--- config.mk ---
export PLATFORM = sky130hd
export DESIGN_NAME = dbgp_regread_port
export DESIGN_NICKNAME = d
export VERILOG_FILES = /design/src/rtl/dbgp_pkg.sv /design/src/rtl/dbgp_edge_sync.sv /design/src/rtl/dbgp_code_rx.sv /design/src/rtl/dbgp_readout.sv /design/src/rtl/dbgp_regread_port.sv
export SDC_FILE = /design/constraint.sdc
export NUM_CORES = 1
export LEC_CHECK = 0
export ABC_AREA = 1
export CORE_MARGIN = 4
export CORE_UTILIZATION = 30
export DETAILED_ROUTE_END_ITERATION = 16
export SLEW_MARGIN = 25
export SYNTH_ARGS = -nofsm -noshare
export SYNTH_HDL_FRONTEND = slang
export SYNTH_HIERARCHICAL = 1
export SYNTH_SLANG_ARGS = --single-unit
--- constraint.sdc ---
create_clock -name clk -period 2 [get_ports clk]
set_clock_uncertainty 0.05 [all_clocks]
set_input_delay 0.2 -clock clk [delete_from_list [all_inputs] [get_ports clk]]
set_output_delay 0.2 -clock clk [all_outputs]
set_load 0.01 [all_outputs]
--- src/rtl/dbgp_pkg.sv ---
package dbgp_pkg;
  typedef enum logic [1:0] {
    ST_CODE  = 2'd0,
    ST_HOLD  = 2'd1,
    ST_SHIFT = 2'd2,
    ST_TAIL  = 2'd3
  } rd_state_t;
endpackage

--- src/rtl/dbgp_edge_sync.sv ---
module dbgp_edge_sync #(
  parameter int STAGES = 2
) (
  input  logic clk,
  input  logic rst,
  input  logic hclk_async,
  input  logic hdat_async,
  output logic hdat_s,
  output logic rise,
  output logic fall
);
  logic [STAGES-1:0] clk_chain;
  logic [STAGES-1:0] dat_chain;
  logic              clk_prev;

  genvar g;
  generate
    for (g = 0; g < STAGES; g++) begin : g_stage
      if (g == 0) begin : g_first
        always_ff @(posedge clk) begin
          if (rst) begin
            clk_chain[0] <= 1'b0;
            dat_chain[0] <= 1'b0;
          end else begin
            clk_chain[0] <= hclk_async;
            dat_chain[0] <= hdat_async;
          end
        end
      end else begin : g_next
        always_ff @(posedge clk) begin
          if (rst) begin
            clk_chain[g] <= 1'b0;
            dat_chain[g] <= 1'b0;
          end else begin
            clk_chain[g] <= clk_chain[g-1];
            dat_chain[g] <= dat_chain[g-1];
          end
        end
      end
    end
  endgenerate

  always_ff @(posedge clk) begin
    if (rst) clk_prev <= 1'b0;
    else     clk_prev <= clk_chain[STAGES-1];
  end

  assign hdat_s = dat_chain[STAGES-1];
  assign rise   = clk_chain[STAGES-1] & ~clk_prev;
  assign fall   = ~clk_chain[STAGES-1] & clk_prev;
endmodule

--- src/rtl/dbgp_code_rx.sv ---
module dbgp_code_rx #(
  parameter int CODE_W = 4
) (
  input  logic              clk,
  input  logic              rst,
  input  logic              en,
  input  logic              rise,
  input  logic              din,
  output logic              done,
  output logic [CODE_W-1:0] code
);
  localparam int CNT_W = (CODE_W > 1) ? $clog2(CODE_W) : 1;
  localparam logic [CNT_W-1:0] LAST = CNT_W'(CODE_W - 1);

  logic [CODE_W-1:0] sreg;
  logic [CODE_W-1:0] sreg_nx;
  logic [CNT_W-1:0]  cnt;

  always_comb begin
    if (CODE_W > 1) sreg_nx = {din, sreg[CODE_W-1:1]};
    else            sreg_nx = din;
  end

  always_ff @(posedge clk) begin
    if (rst) begin
      sreg <= '0;
      cnt  <= '0;
      done <= 1'b0;
      code <= '0;
    end else begin
      done <= 1'b0;
      if (!en) begin
        cnt <= '0;
      end else if (rise) begin
        sreg <= sreg_nx;
        if (cnt == LAST) begin
          cnt  <= '0;
          done <= 1'b1;
          code <= sreg_nx;
        end else begin
          cnt <= cnt + 1'b1;
        end
      end
    end
  end


  code_shift_on_rise_chk: assert property (@(posedge clk) disable iff (rst)
    !$stable(sreg) |-> ($past(rise) && $past(en)));
endmodule

--- src/rtl/dbgp_readout.sv ---
module dbgp_readout
  import dbgp_pkg::*;
#(
  parameter int              CODE_W    = 4,
  parameter logic [CODE_W-1:0] READ_CODE = 4'b0001,
  parameter int              IDLE_CYC  = 8,
  parameter int              WORD_W    = 16
) (
  input  logic              clk,
  input  logic              rst,
  input  logic              rise,
  input  logic              fall,
  input  logic              code_done,
  input  logic [CODE_W-1:0] code,
  input  logic [WORD_W-1:0] word_in,
  output logic              listening,
  output logic              dout,
  output logic              oe,
  output logic              idle
);
  localparam int IC_W = (IDLE_CYC > 1) ? $clog2(IDLE_CYC) : 1;
  localparam int BC_W = (WORD_W > 1) ? $clog2(WORD_W) : 1;
  localparam logic [IC_W-1:0] IDLE_LAST = IC_W'(IDLE_CYC - 1);
  localparam logic [BC_W-1:0] BIT_LAST  = BC_W'(WORD_W - 1);

  rd_state_t         state;
  logic [IC_W-1:0]   idle_cnt;
  logic [BC_W-1:0]   bit_cnt;
  logic [WORD_W-1:0] sreg;

  always_ff @(posedge clk) begin
    if (rst) begin
      state    <= ST_CODE;
      idle_cnt <= '0;
      bit_cnt  <= '0;
      sreg     <= '0;
      dout     <= 1'b0;
      oe       <= 1'b0;
      idle     <= 1'b0;
    end else begin
      unique case (state)
        ST_CODE: begin
          if (code_done && code == READ_CODE) begin
            state    <= ST_HOLD;
            idle_cnt <= '0;
            idle     <= 1'b1;
          end
        end
        ST_HOLD: begin
          if (rise) begin
            if (idle_cnt == IDLE_LAST) begin
              state   <= ST_SHIFT;
              idle    <= 1'b0;
              sreg    <= word_in;
              bit_cnt <= '0;
            end else begin
              idle_cnt <= idle_cnt + 1'b1;
            end
          end
        end
        ST_SHIFT: begin
          if (fall) begin
            oe   <= 1'b1;
            dout <= sreg[0];
            sreg <= sreg >> 1;
            if (bit_cnt == BIT_LAST) state <= ST_TAIL;
            else                     bit_cnt <= bit_cnt + 1'b1;
          end
        end
        ST_TAIL: begin
          if (rise) begin
            oe    <= 1'b0;
            state <= ST_CODE;
          end
        end
        default: state <= ST_CODE;
      endcase
    end
  end

  assign listening = (state == ST_CODE);


  idle_oe_excl_chk: assert property (@(posedge clk) disable iff (rst)
    !(idle && oe));


  idle_end_on_rise_chk: assert property (@(posedge clk) disable iff (rst)
    $fell(idle) |-> ($past(rise) || $past(rst)));


  oe_start_on_fall_chk: assert property (@(posedge clk) disable iff (rst)
    $rose(oe) |-> $past(fall));


  oe_release_on_rise_chk: assert property (@(posedge clk) disable iff (rst)
    $fell(oe) |-> ($past(rise) || $past(rst)));


  dout_hold_chk: assert property (@(posedge clk) disable iff (rst)
    (oe && $past(oe) && !$past(fall)) |-> $stable(dout));
endmodule

--- src/rtl/dbgp_regread_port.sv ---
module dbgp_regread_port #(
  parameter int                SYNC_STAGES = 2,
  parameter int                CODE_W      = 4,
  parameter logic [CODE_W-1:0] READ_CODE   = 4'b0001,
  parameter int                IDLE_CYC    = 8,
  parameter int                WORD_W      = 16
) (
  input  logic              clk,
  input  logic              rst,
  input  logic              host_clk_in,
  input  logic              host_dat_in,
  input  logic [WORD_W-1:0] reg_value,
  output logic              host_dat_out,
  output logic              host_dat_oe,
  output logic              cpu_idle
);
  logic              dat_s;
  logic              hrise;
  logic              hfall;
  logic              rx_en;
  logic              rx_done;
  logic [CODE_W-1:0] rx_code;

  dbgp_edge_sync #(.STAGES(SYNC_STAGES)) u_sync (
    .clk        (clk),
    .rst        (rst),
    .hclk_async (host_clk_in),
    .hdat_async (host_dat_in),
    .hdat_s     (dat_s),
    .rise       (hrise),
    .fall       (hfall)
  );

  dbgp_code_rx #(.CODE_W(CODE_W)) u_rx (
    .clk  (clk),
    .rst  (rst),
    .en   (rx_en),
    .rise (hrise),
    .din  (dat_s),
    .done (rx_done),
    .code (rx_code)
  );

  dbgp_readout #(
    .CODE_W    (CODE_W),
    .READ_CODE (READ_CODE),
    .IDLE_CYC  (IDLE_CYC),
    .WORD_W    (WORD_W)
  ) u_out (
    .clk       (clk),
    .rst       (rst),
    .rise      (hrise),
    .fall      (hfall),
    .code_done (rx_done),
    .code      (rx_code),
    .word_in   (reg_value),
    .listening (rx_en),
    .dout      (host_dat_out),
    .oe        (host_dat_oe),
    .idle      (cpu_idle)
  );
endmodule

==> Word level (Yosys, flattened, before mapping) <==
Index checks and enable logic that the tools add are counted.
W data, S select, Z words.
{ "word_totals": {"elab_cells": 85, "input_bits": 20, "out_inout_bits": 3, "register_bits": 44} }
{ "classes": {"addsub": 3, "muxes": 29, "eq_ne": 15, "n_reduce_logical": 16, "bitwise": 6} }
{ "ops": {"columns": ["operator", "n"], "rows": [
  ["$mux W16", 3],
  ["$pmux W16 S2", 1],
  ["$mux W4", 4],
  ["$mux W2", 7],
  ["$reduce_and A4 Y1", 3],
  ["$ne A2 B2 Y1 const B", 5],
  ["$mux W3", 3],
  ["$pmux W2 S4", 1],
  ["$pmux W4 S2", 1],
  ["$eq A2 B2 Y1 const B", 3],
  ["$mux W1", 6],
  ["$ne A2 B1 Y1 const B", 3],
  ["$pmux W3 S2", 1],
  ["$reduce_and A3 Y1", 2],
  ["$reduce_and A6 Y1", 1],
  ["$reduce_bool A2 Y1", 3],
  ["$reduce_and A5 Y1", 1],
  ["$add A4 B1 Y4 const B", 1],
  ["$eq A4 B1 Y1 const B", 1],
  ["$eq A4 B4 Y1 const B", 1],
  ["$not A1 Y1", 4],
  ["$pmux W1 S2", 2],
  ["$reduce_and A2 Y1", 2],
  ["$add A3 B1 Y3 const B", 1],
  ["other kinds (8)", 9]
]} }

==> Longest topological paths before layout <==
{ "depth": {"ltp_word": 4, "depth_mapped": 10, "mapped_depth_nobuf": 10} }

==> Cells and area by module <==
The synthesis kept the hierarchy.
{ "modules_own_cells": {"columns": ["module", "cells_each", "area_each_um2", "instances"], "rows": [
  ["dbgp_readout", 233, 1485.2, 1],
  ["dbgp_code_rx", 57, 417.9, 1],
  ["dbgp_edge_sync", 18, 148.9, 1]
]} }

==> Least setup slack after synthesis <==
No wires, ideal clock.
{ "synth_path": {"path_type": "reg-to-reg", "start": "register u_sync.clk_chain[1]", "end": "register u_out.sreg[6]", "synth_period_minus_slack_ps": 1562, "arrival_ps": 1396, "t_required_ps": 1834, "path_stages_with_launch": 9, "setup_slack_ps": 438, "cell_sequence": "dfxtp_1 > inv_1 > nor2_1 > nand2_1 > nand2_1 > nand2_4 > buf_4 > o21ai_0 > nor2_1"} }
{ "synth_between": {"elab_cells_between_ends": 6, "cone_classes": "2 x eq/ne; 3 x bitwise; 1 x reduce/logical"} }
{ "synth_lines": {"columns": ["element", "line", "rtl"], "rows": [
  ["start: declaration", "dbgp_edge_sync.sv:12", "logic [STAGES-1:0] clk_chain;"],
  ["start signal: indexed assignment", "dbgp_edge_sync.sv:35", "clk_chain[g] <= clk_chain[g-1];"],
  ["$and A1 B1 Y1", "dbgp_edge_sync.sv:49", "assign rise = clk_chain[STAGES-1] & ~clk_prev;"],
  ["net hrise", "dbgp_regread_port.sv:18", "logic hrise;"],
  ["$ne A2 B2 Y1 (no source line)", null, null],
  ["$reduce_and A4 Y1 (no source line)", null, null],
  ["end signal: assignment", "dbgp_readout.sv:54", "sreg <= word_in;"],
  ["end signal: assignment", "dbgp_readout.sv:65", "sreg <= sreg >> 1;"],
  ["end: declaration", "dbgp_readout.sv:29", "logic [WORD_W-1:0] sreg;"]
]} }
The timed path passes the listed nets, and every way through them passes these cells.
A chain may end at the register's enable or synchronous reset.

==> Worst setup path in the final report <==
{ "layout_path": {"start": "register u_out.state[0]", "end": "register u_out.state[1]"} }
{ "layout_between": {"elab_chain_cells": 3, "elab_cells_between_ends": 12, "cone_classes": "9 x eq/ne; 1 x mux; 2 x reduce/logical"} }
{ "layout_lines": {"columns": ["element", "line", "rtl"], "rows": [
  ["start: declaration", "dbgp_readout.sv:26", "rd_state_t state;"],
  ["start signal: assignment", "dbgp_readout.sv:33", "state <= ST_CODE;"],
  ["start signal: assignment", "dbgp_readout.sv:44", "state <= ST_HOLD;"],
  ["start signal: assignment", "dbgp_readout.sv:52", "state <= ST_SHIFT;"],
  ["$eq A2 B2 Y1 (tied with other cells)", "dbgp_readout.sv:41", "unique case (state)"],
  ["$ne A2 B1 Y1 (no source line) or $ne A2 B2 Y1 (tied branches)", null, null],
  ["$reduce_and A6 Y1 (no source line)", null, null]
]} }
Parallel ways exist; a longest one is shown, timed or not.

==> impl_metrics.prom <==
# TYPE chip_impl_metric gauge
chip_impl_info{name="outcome",value="completed"} 1
chip_impl_metric{name="routed_wl",unit="microns"} 4150
chip_impl_metric{name="comb_power_share",unit="%"} 39.2
chip_impl_metric{name="power.static_leakage",unit="nW"} 1.13
chip_impl_metric{name="number_of_antenna_violations_at_the_first_check_in_global_routing",unit=""} 0
chip_impl_metric{name="worst-endpoint-required",unit="ps"} 2140
chip_impl_metric{name="fmax",unit="MHz"} 587
chip_impl_metric{name="cts-buffers-inserted",unit=""} 5
chip_impl_metric{name="synthesis.area",unit="sq mm"} 0.00205
chip_impl_metric{name="synthesis.instances",unit=""} 308
chip_impl_metric{name="vias_per_cell",unit=""} 4.51
chip_impl_metric{name="power.ir.vdd_worst",unit="mV"} 0.401
chip_impl_metric{name="p_switching",unit="mW"} 1.12
chip_impl_metric{name="drv_slew",unit=""} 0
chip_impl_info{name="cell_accounting_for_the_most_synthesized_area",value="sky130_fd_sc_hd__dfxtp_1"} 1
chip_impl_metric{name="postSynthNetCount",unit=""} 337
chip_impl_metric{name="synth_area_per_cell",unit="sq um"} 6.66
chip_impl_info{name="startpoint_type",value="flip-flop"} 1
chip_impl_metric{name="power.clock.fraction",unit="%"} 20.3
chip_impl_metric{name="post-route-worst-setup-slack",unit="ps"} 296
chip_impl_metric{name="core_area",unit="sq mm"} 0.00649
chip_impl_metric{name="first_iter_violations",unit=""} 73
chip_impl_metric{name="ctsHtreeMaxLevel",unit=""} 2
chip_impl_metric{name="die_width",unit="microns"} 90.7
chip_impl_metric{name="ioPinCount",unit=""} 23
chip_impl_metric{name="fin_setup_tns",unit="ps"} 0
chip_impl_metric{name="fp.dieArea",unit="sq mm"} 0.00823
chip_impl_metric{name="yosysTopAreaCellShare",unit="%"} 42.0
chip_impl_metric{name="holdWs",unit="ps"} 360
chip_impl_info{name="most_used_cells_in_the_layout_excluding_fill_and_tap_cells",value="sky130_fd_sc_hd__nand2_1 (80), sky130_fd_sc_hd__nor2_1 (77), sky130_fd_sc_hd__dfxtp_1 (43)"} 1
chip_impl_info{name="cts_tree",value="done"} 1
chip_impl_metric{name="place.port_buffers",unit=""} 22
chip_impl_metric{name="detailroute.via_count",unit=""} 1854
chip_impl_metric{name="globalRouteTotalUtil",unit="%"} 10.2
chip_impl_metric{name="sequential_power_share",unit="%"} 40.5
chip_impl_metric{name="clkSinkCount",unit=""} 43
chip_impl_metric{name="diodes",unit=""} 0
chip_impl_metric{name="grt_max_degree",unit=""} 26
chip_impl_metric{name="final_setup_violating_endpoints",unit=""} 0
chip_impl_metric{name="clockBufferDepth",unit=""} 2
chip_impl_metric{name="ant_nets",unit=""} 0
chip_impl_metric{name="layout.core_utilization",unit="%"} 37.7
chip_impl_metric{name="final_layout_size_suffix_gt1_share",unit="%"} 6.29
chip_impl_info{name="final_common_cell",value="sky130_fd_sc_hd__nand2_1"} 1
chip_impl_metric{name="placement_rows",unit=""} 29
chip_impl_metric{name="synth.yosys.seq_area_share",unit="%"} 42.0
chip_impl_metric{name="fin_nets",unit=""} 362
chip_impl_metric{name="cts_hold_buf",unit=""} 0
chip_impl_metric{name="routedWlPerCell",unit="microns"} 10.1
chip_impl_metric{name="drtPass1Iterations",unit=""} 5
chip_impl_metric{name="worstPathMaxFanout",unit=""} 17
chip_impl_info{name="end_kind",value="flip-flop"} 1
chip_impl_info{name="timing_worst_setup_path_type",value="reg -> reg"} 1
chip_impl_metric{name="grt_overflow",unit=""} 0
chip_impl_metric{name="totalPowerFinal",unit="mW"} 2.80
chip_impl_metric{name="total_of_warnings_raised_by_yosys",unit=""} 6
chip_impl_info{name="synth_area_leaders",value="sky130_fd_sc_hd__dfxtp_1 (42%), sky130_fd_sc_hd__nand2_1 (15%), sky130_fd_sc_hd__nor2_1 (14%)"} 1
chip_impl_metric{name="worstPathArrival",unit="ps"} 1850
chip_impl_metric{name="power.density",unit="mW/mm^2"} 1140
chip_impl_metric{name="height_of_the_die",unit="microns"} 90.7
chip_impl_metric{name="clock_latency",unit="ps"} 300
chip_impl_metric{name="area_delta_synth_final",unit="%"} 19.3
chip_impl_metric{name="post-cts-setup-buffer-count",unit=""} 0
chip_impl_metric{name="drv_cap",unit=""} 0
chip_impl_metric{name="first_global_vias",unit=""} 1685
chip_impl_metric{name="drt_drc_violations_left",unit=""} 0
chip_impl_metric{name="grt_pass1_wl",unit="microns"} 7110
chip_impl_metric{name="hpwl",unit="microns"} 2920
chip_impl_metric{name="ctsResizeCount",unit=""} 0
chip_impl_metric{name="detailedPlace.worstSlack",unit="ps"} 338
chip_impl_info{name="path_type_of_the_worst_min_delay_path",value="reg -> reg"} 1
chip_impl_metric{name="worst_slew_margin_rel",unit="%"} 53.4
chip_impl_metric{name="power.internal",unit="mW"} 1.67
chip_impl_metric{name="synth_seq_cells",unit=""} 43
chip_impl_info{name="rsz0062_at_grt",value="false"} 1
chip_impl_metric{name="worstMarginPinSlew",unit="ps"} 698
chip_impl_metric{name="post-route-period-util",unit="%"} 85.2
chip_impl_metric{name="gp_congestion",unit=""} 0.763
chip_impl_metric{name="clk_pin_slew",unit="ps"} 90
chip_impl_metric{name="start_util",unit="%"} 31.6
chip_impl_metric{name="post_synth_num_cell_types",unit=""} 26
chip_impl_metric{name="min_cycle_time_layout",unit="ps"} 1700
chip_impl_metric{name="hold_violations",unit=""} 0
chip_impl_info{name="cts.root.buffer_cell",value="sky130_fd_sc_hd__clkbuf_8"} 1
chip_impl_metric{name="netSwitchingFraction",unit="%"} 40.1
kinds of logic (layout without fill, tap and decap cells):
kind of cell    after synthesis  after routing  share of synthesized area (%)
flops                        43             43                           42.0
buf+inv                      43             69                           8.66
fa+ha+maj                     9              9                           5.49
compound gates               36             36                           8.90
simple gates                177            177                           35.0
worst max-delay path, stage by stage, from the launching register on:
cell and delay, ps:
sky130_fd_sc_hd__dfxtp_1 370, sky130_fd_sc_hd__inv_1 80, sky130_fd_sc_hd__ha_1 280, sky130_fd_sc_hd__buf_4 230, sky130_fd_sc_hd__nand2_1 100, sky130_fd_sc_hd__inv_1 40, sky130_fd_sc_hd__nor2_1 210, sky130_fd_sc_hd__nand3_1 110
sky130_fd_sc_hd__nand2_1 70, sky130_fd_sc_hd__nor2_1 50
metal layers:
metal | up-vias | part of all wire [%] | global-route usage, %
li1 | 994 | - | -
met1 | 833 | 50 | 12.8
met2 | 22 | 46 | 16.7
met3 | 5 | 3.7 | 3.00
met4 | 0 | 0.96 | 3.70
met5 | - | 0 | 0
through the flow:
step	instances	cell area [sq um]
2_1_floorplan	308	2050
3_3_place_gp	403	2350
3_5_place_dp	403	2350
4_1_cts	411	2450
5_1_grt	411	2450
6_report	411	2450
path summary, 6_finish.rpt:
| check | from | end | slack [ps] | depth (start not counted) |
|---|---|---|---|---|
| max | u_out/state[0]$_SDFFE_PP0P_ | u_out/state[1]$_SDFFE_PP0P_ | 300 | 9 |
| min | u_sync/clk_chain[0]$_SDFF_PP0_ | u_sync/clk_chain[1]$_SDFF_PP0_ | 360 | 2 |
| min reg2reg | u_sync/clk_chain[0]$_SDFF_PP0_ | u_sync/clk_chain[1]$_SDFF_PP0_ | 360 | 2 |
| max reg2reg | u_out/state[0]$_SDFFE_PP0P_ | u_out/state[1]$_SDFFE_PP0P_ | 300 | 9 |
power groups by stage:
| stage | Sequential (mW) | Clock, mW | Combinational, mW |
|---|---|---|---|
| 6_report | 1.13 | 0.567 | 1.10 |
| 4_1_cts | 1.13 | 0.595 | 1.11 |
| 3_5_place_dp | 1.15 | 0 | 1.10 |
| 5_1_grt | 1.15 | 0.625 | 1.26 |
| 2_1_floorplan | 1.13 | 0 | 0.884 |
| 3_3_place_gp | 1.15 | 0 | 1.08 |
flip-flops by register name (all words and copies together), names as in the netlist, 2 cells and up:
register / cells
u_out/bit_cnt: 4
u_out/state: 2
u_sync/clk_chain: 2
u_rx/cnt: 2
u_out/sreg: 16
u_rx/sreg: 3
u_rx/code: 4
u_out/idle_cnt: 3
cells in the mapped netlist:
cell,count
sky130_fd_sc_hd__clkbuf_1,3
sky130_fd_sc_hd__o21ai_1,4
sky130_fd_sc_hd__ha_1,9
sky130_fd_sc_hd__buf_6,1
sky130_fd_sc_hd__buf_4,1
sky130_fd_sc_hd__nand3_1,9
sky130_fd_sc_hd__nor2_1,77
sky130_fd_sc_hd__clkinv_1,1
sky130_fd_sc_hd__buf_2,2
sky130_fd_sc_hd__nand2_2,1
sky130_fd_sc_hd__inv_1,32
sky130_fd_sc_hd__a21oi_1,11
sky130_fd_sc_hd__nor2_2,2
sky130_fd_sc_hd__inv_4,1
sky130_fd_sc_hd__inv_2,1
sky130_fd_sc_hd__nand2_4,1
sky130_fd_sc_hd__nand4_1,3
sky130_fd_sc_hd__nand3_2,1
sky130_fd_sc_hd__nand2_1,80
sky130_fd_sc_hd__o21ai_0,20
sky130_fd_sc_hd__nor2_4,1
sky130_fd_sc_hd__a211oi_1,1
sky130_fd_sc_hd__or2_2,1
sky130_fd_sc_hd__buf_1,1
sky130_fd_sc_hd__dfxtp_1,43
sky130_fd_sc_hd__nor3b_1,1
cell type report:
class	instances	area (sq um)
timing repair buffer	26	250
fill	713	4050
clock inverter	3	23.8
tap	77	96.3
multi-input combinational	222	1010
clock buffer	5	68.8
sequential	43	861
inverter	35	134
(Power assumes the default switching activity.)
